[src/rtl/pmp_check.sv]
module pmp_check #(
  parameter int NENT = 16,
  parameter int PAW  = 32
) (
  input  logic [PAW-1:0]          acc_addr,
  input  logic [1:0]              acc_size,
  input  logic [2:0]              acc_req,
  input  logic                    acc_mmode,
  input  logic [NENT*8-1:0]       ent_cfg,
  input  logic [NENT*(PAW-2)-1:0] ent_addr,
  output logic                    grant
);
  localparam int ARW = PAW - 2;
  localparam int RW  = PAW + 2;

  logic [RW-1:0] first_b, last_b;
  assign first_b = RW'(acc_addr);
  assign last_b  = first_b + (RW'(1) << acc_size) - RW'(1);

  logic [NENT-1:0] act, hit, ok;

  for (genvar i = 0; i < NENT; i++) begin : g_ent
    logic [7:0]     cfg;
    logic [ARW-1:0] ar, prv;
    logic [ARW:0]   ones;
    logic [RW-1:0]  nap_mask, nap_lo, lo, hi;
    logic [2:0]     allow;
    logic           in_f, in_l;

    assign cfg = ent_cfg[i*8 +: 8];
    assign ar  = ent_addr[i*ARW +: ARW];
    if (i == 0) begin : g_first
      assign prv = '0;
    end else begin : g_rest
      assign prv = ent_addr[(i-1)*ARW +: ARW];
    end

    assign ones     = ({1'b0, ar} ^ ({1'b0, ar} + 1'b1)) >> 1;
    assign nap_mask = {ones, 3'b111};
    assign nap_lo   = {2'b00, ar, 2'b00} & ~nap_mask;

    always_comb begin
      case (cfg[4:3])
        2'd1: begin lo = {2'b00, prv, 2'b00}; hi = {2'b00, ar, 2'b00}; end
        2'd2: begin lo = {2'b00, ar, 2'b00};  hi = {2'b00, ar, 2'b00} + RW'(4); end
        2'd3: begin lo = nap_lo;              hi = nap_lo + nap_mask + RW'(1); end
        default: begin lo = '0; hi = '0; end
      endcase
    end

    assign act[i] = cfg[4:3] != 2'd0;
    assign in_f   = act[i] && first_b >= lo && first_b < hi;
    assign in_l   = act[i] && last_b >= lo && last_b < hi;
    assign hit[i] = in_f | in_l;
    assign allow  = (acc_mmode && !cfg[7]) ? 3'b111 : cfg[2:0];
    assign ok[i]  = !(in_f ^ in_l) && ((acc_req & ~allow) == 3'b000);
  end

  always_comb begin
    grant = (|act) ? acc_mmode : 1'b1;
    for (int k = NENT - 1; k >= 0; k--)
      if (hit[k]) grant = ok[k];
  end
endmodule


[config.mk]
export PLATFORM = sky130hd
export DESIGN_NAME = pmp_check
export DESIGN_NICKNAME = d
export VERILOG_FILES = /design/src/rtl/pmp_check.sv
export SDC_FILE = /design/constraint.sdc
export NUM_CORES = 2
export LEC_CHECK = 0
export CAP_MARGIN = 20
export CORE_ASPECT_RATIO = 1.5
export CORE_MARGIN = 4
export CORE_UTILIZATION = 55
export DETAILED_ROUTE_END_ITERATION = 10
export PLACE_DENSITY = 0.76
export SYNTH_ARGS = -nofsm -noshare
export SYNTH_HDL_FRONTEND = slang
export SYNTH_SLANG_ARGS = --single-unit
[constraint.sdc]
create_clock -name vclk -period 26
set_clock_uncertainty 0.05 [all_clocks]
set_input_delay 7.8 -clock vclk [all_inputs]
set_output_delay 7.8 -clock vclk [all_outputs]
set_load 0.01 [all_outputs]
Word-level counts from Yosys, hierarchy flattened

Index checks and enable logic that the tools add are counted.

Register bits: 0
Input bits: 646
Output and inout bits: 1
Word-level logic and storage cells: 517

$add $sub $neg: 66
Magnitude comparators: 64
Equality and inequality tests: 48
Shifts and indexed selects: 1
Mux-type cells: 65
Bitwise logic cells: 112
Reduce and logical (&&, ||, !) cells: 161

Operators by type and width:

| cell                                               | number |
|---|---|
| case mux 34 bit (3 select lines)                   | 31 |
| adder 34 x 1 -> 34 bit, second input constant      | 16 |
| adder 34 x 33 -> 34 bit                            | 16 |
| bitwise AND 32 x 34 -> 34 bit                      | 16 |
| greater-or-equal comparator 32 x 34 -> 1 bit       | 16 |
| greater-or-equal comparator 34 bit                 | 16 |
| < comparator 32 x 34 -> 1 bit                      | 16 |
| < comparator 34 bit                                | 16 |
| inverter 33 -> 34 bit                              | 16 |
| adder 32 x 3 -> 33 bit, second input constant      | 16 |
| adder 30 x 1 -> 31 bit, second input constant      | 16 |
| XOR 30 x 31 -> 31 bit                              | 16 |
| logical AND 1 bit                                  | 96 |
| case mux 34 bit (2 select lines)                   | 1 |
| == test 2 bit, second input constant               | 32 |
| bitwise AND 3 bit                                  | 16 |
| zero test 3 bit                                    | 16 |
| two-way mux 3 bit                                  | 16 |
| inverter 3 bit                                     | 16 |
| adder 32 x 34 -> 34 bit                            | 1 |
| left shift 1 x 2 -> 34 bit, first input constant   | 1 |
| subtractor 34 x 1 -> 34 bit, second input constant | 1 |
| == test 2 x 1 -> 1 bit, second input constant      | 16 |
| zero test 1 bit                                    | 32 |
| other kinds (5)                                    | 66 |

Longest topological paths before layout

Word-level depth: 28
Mapped depth: 41
Mapped depth without buffers: 41

Least setup slack after synthesis

OpenSTA, ideal clock, no wires.

Kind: input to output
From: in acc_addr[2]
To: out grant
Data arrival time: 15263 ps
Data required time: 18150 ps
Setup slack: 2887 ps
Stages: 34
Path buffers: 0
Path through: inv_1 -> ha_1 -> inv_1 -> fa_1 -> a21o_1 -> a21oi_1 -> o21a_1 -> o311ai_0 -> o211ai_1 -> a311oi_1 -> a21o_1 -> a21oi_1 -> xnor2_1 -> ha_1 -> a21oi_1 -> nor2b_1 -> o21ai_0 -> nand2b_1 -> a21oi_1 -> nor2b_1 -> o21ai_0 -> nand2b_1 -> a221oi_1 -> o211ai_1 -> ha_1 -> o32a_1 -> o2bb2ai_1 -> nand2_1 -> a31oi_1 -> o221ai_1 -> a21oi_1 -> o221ai_1 -> a31oi_1 -> a2bb2oi_1

Longest elaborated chain between the ends: 24
Elaborated cells on any way between the ends: 210

Ends and longest elaborated chain:

| element                            | line | RTL |
|---|---|---|
| start: declaration                 | 5    | `input logic [PAW-1:0] acc_addr,` |
| adder 32 x 34 -> 34 bit            | 18   | `assign last_b = first_b + (RW'(1) << acc_size) - RW'(1);` |
| subtractor 34 x 1 -> 34 bit        | 18   |  |
| greater-or-equal comparator 34 bit | 53   | `assign in_l = act[i] && last_b >= lo && last_b < hi;` |
| logical AND 1 bit (2 in a row)     | 53   |  |
| XOR 1 bit                          | 56   | `assign ok[i] = !(in_f ^ in_l) && ((acc_req & ~allow) == 3'b000);` |
| zero test 1 bit                    | 56   |  |
| logical AND 1 bit                  | 56   |  |
| two-way mux 1 bit (15 in a row)    | 62   | `if (hit[k]) grant = ok[k];` |
| two-way mux 1 bit (*)              | 62   |  |
| end: declaration                   | 11   | `output logic grant` |

Every way passes the cells marked *; elsewhere a longest branch is shown, timed or not.

Worst setup path in the final report

From: in ent_addr[453]
To: out grant

Longest elaborated chain between the ends: 28
Elaborated cells on any way between the ends: 37

Ends and longest elaborated chain:

| element                                                                     | line   | RTL |
|---|---|---|
| start: declaration                                                          | 10     | `input logic [NENT*(PAW-2)-1:0] ent_addr,` |
| adder 30 x 1 -> 31 bit                                                      | 38     | `assign ones = ({1'b0, ar} ^ ({1'b0, ar} + 1'b1)) >> 1;` |
| XOR 30 x 31 -> 31 bit                                                       | 38     |  |
| inverter 33 -> 34 bit                                                       | 40     | `assign nap_lo = {2'b00, ar, 2'b00} & ~nap_mask;` |
| bitwise AND 32 x 34 -> 34 bit                                               | 40     |  |
| adder 34 x 33 -> 34 bit                                                     | 46     | `2'd3: begin lo = nap_lo; hi = nap_lo + nap_mask + RW'(1); end` |
| adder 34 x 1 -> 34 bit                                                      | 46     |  |
| case mux 34 bit (3 select lines)                                            | 43     | `case (cfg[4:3])` |
| < comparator 32 x 34 -> 1 bit / < comparator 34 bit (equally long branches) | 52, 53 |  |
| logical AND 1 bit, on equally long branches                                 | 52, 53 |  |
| XOR 1 bit                                                                   | 56     |  |
| zero test 1 bit                                                             | 56     |  |
| logical AND 1 bit                                                           | 56     |  |
| two-way mux 1 bit (*) (16 in a row)                                         | 62     |  |

Marked as above.

==> flow_summary_export.csv <==
group,metric,value,unit
floorplanning,initial_core_util,0.5545,
layout,final_layout_size_suffix_gt1_frac,0.03339,
critical_path,crit_arrival,17.69,ns
timing,tightestPinTransition,1.308,ns
global_routing,overflow,0,
critical_path,worstSetupPathType,"input port to output port",
logic_synthesis,synthAdderAreaFrac,0.3713,
place,place_hpwl,369700,um
logic_synthesis,synth_warnings,0,
floorplanning,dieHeight,528.6,um
floorplanning,row_count,190,
layout,syn2layout_area_growth,9.823,%
logic_synthesis,yosys-mux-area-fraction,0.01807,
layout,regArea,0,sq um
timing,tns,0,ns
detailed_routing,num_vias,113100,
layout,nClkBuffers,0,
logic_synthesis,synth_nets,17430,
detailed_routing,wl_per_cell,27.44,um
detailed_routing,dr.first_iter.drc_count,10900,
layout,nets,17790,
detailed_routing,detail_route.vias_per_cell,6.783,
timing,fmax,0.03915,GHz
place,dp_slack,0.5735,ns
global_routing,grtUsageMet2,0.7195,
timing,slew_headroom,0.1198,
logic_synthesis,yosysMostFrequentCell,"ha_1",
critical_path,endpoint_kind,"output port",
critical_path,crit_required,18.15,ns
timing,setup-violations-final,0,
logic_synthesis,syn_avg_cell_area,7.185,sq um
hold_path,hold_path_class,"input port to output port",
global_routing,antenna_found_initial,106,
global_routing,grt_max_degree,88,
floorplanning,io_pins,647,
run,drv_cap,0,
critical_path,cp-start-kind,"input port",
detailed_routing,remaining_drc_errors,0,
timing,period_minus_slack,25.54,ns
global_routing,top_usage_layer,"met2",
logic_synthesis,synth_top_family_by_area,"adder cells",
logic_synthesis,synth-seq-area-share,0,
floorplanning,core,179200,sq um
global_routing,grt_pass1_vias,107500,
run_status,status,"completed",
critical_path,path_common_cell,"buf_4",
global_routing,use_met1,0.4944,
logic_synthesis,synth_xor_area_frac,0.07764,
cts,post_cts_resized,0,
logic_synthesis,synthSimpleGateAreaFrac,0.1796,
detailed_routing,drt-pass1-iter-count,9,
global_routing,grt.total_usage,0.4597,
critical_path,crit_path_max_fanout,7,
critical_path,slowest_delay,0.64,ns
logic_synthesis,ys_top_cells_by_area,"ha_1, a21oi_1, o21ai_0",
timing,hold_viol_final,0,
timing,fin_crit_sh,0.9824,
place,port_buffers,615,
floorplanning,die_width,355.1,um
timing,worst_slack,0.4587,ns
layout,fillers,17530,
logic_synthesis,synth_compound_area_frac,0.3026,
hold_path,whs_endpoint,"grant",
critical_path,slowest_stage,"clkdlybuf4s50_1",
hold_path,hp-start,"ent_cfg[7]",
detailed_routing,wl,457500,um
logic_synthesis,synth_top_area_share,0.3711,
timing,slew_violations,0,
logic_synthesis,synth_cells,13830,
detailed_routing,drtAntennaViolNets,0,
cts,cts_setup_buffers,0,
logic_synthesis,ys_types,90,
timing,rsz0062_at_grt,"no",
floorplanning,fp.dieArea,187700,sq um
cts,cts_hold_buf,0,
logic_synthesis,synth_commonest_cells,"ha_1, nand2_1, a21oi_1",
timing,whs,16.98,ns
place,gp_congestion,1.056,
global_routing,use_met3,0.1173,
layout,design.seq.count,0,
hold_path,hold_path_depth,6,
global_routing,grt_pass1_wl,659200,um
logic_synthesis,yosysTopAreaCell,"ha_1",
logic_synthesis,syn_area,99380,sq um
==> cell type report <==
class / count / area [sq um] / share of cell area
tap: 2400 / 3003 / 0.02751
multi-input combinational: 12490 / 94840 / 0.8689
antenna: 79 / 197.7 / 0.001811
timing repair buffer: 863 / 7963 / 0.07295
inverter: 838 / 3146 / 0.02882
==> cell families (layout without fill, tap and decap cells) <==
kind of cell    Yosys count  count (layout)
fa+ha+maj              2949            2949
mux                     178             178
compound gates         4713            4713
simple gates           3772            3772
buf+inv                1339            1701
other cells               0              79
xor+xnor                881             881
==> placed cells by master, fill, tap and decap left out, types with 167 or more instances in the layout <==
cell	count
a21o_1	372
a21oi_1	1230
a22oi_1	627
buf_4	282
clkdlybuf4s50_1	557
ha_1	2948
inv_1	830
mux2i_1	167
nand2_1	1295
nand3_1	306
nand4_1	307
nor2_1	846
nor2b_1	178
nor3_1	184
o21a_1	253
o21ai_0	1157
xnor2_1	268
xor2_1	586
==> critical path: cells and delay by family <==
kind | cells | cell delay, ns
and+or+nand+nor | 15 | 2.49
AOI/OAI and AO/OA | 20 | 3.87
adders and majority gates | 3 | 0.93
buffers and inverters | 10 | 2.43
xor gates and xnor gates | 1 | 0.17
==> how the worst max path moves through the flow <==
stage | start | end | slack (ns) | cells after the start
after floorplan | acc_addr[2] | grant | 2.89 | 34
after global placement | ent_addr[453] | grant | 0.66 | 49
after detailed placement | ent_addr[453] | grant | 0.57 | 49
after CTS | ent_addr[453] | grant | 0.51 | 49
after global routing | ent_addr[453] | grant | 0.03 | 49
final | ent_addr[453] | grant | 0.46 | 49
==> metrics by stage <==
step	cell area, sq um	util	cells
6_report	109100	0.6089	16670
5_1_grt	109000	0.6080	16610
4_1_cts	108900	0.6077	16590
3_5_place_dp	108900	0.6077	16590
3_3_place_gp	108900	0.6077	16590
2_1_floorplan	99380	-	13830
==> per-layer routing <==
| metal | part of all wire | wire length (um) | vias up |
|---|---|---|---|
| met4 | 0.12 | 56070 | 66 |
| met5 | 0.00090 | 414 | - |
| met1 | 0.34 | 157800 | 52340 |
| met3 | 0.11 | 49980 | 2141 |
| met2 | 0.42 | 193200 | 6073 |
| li1 | - | - | 52470 |
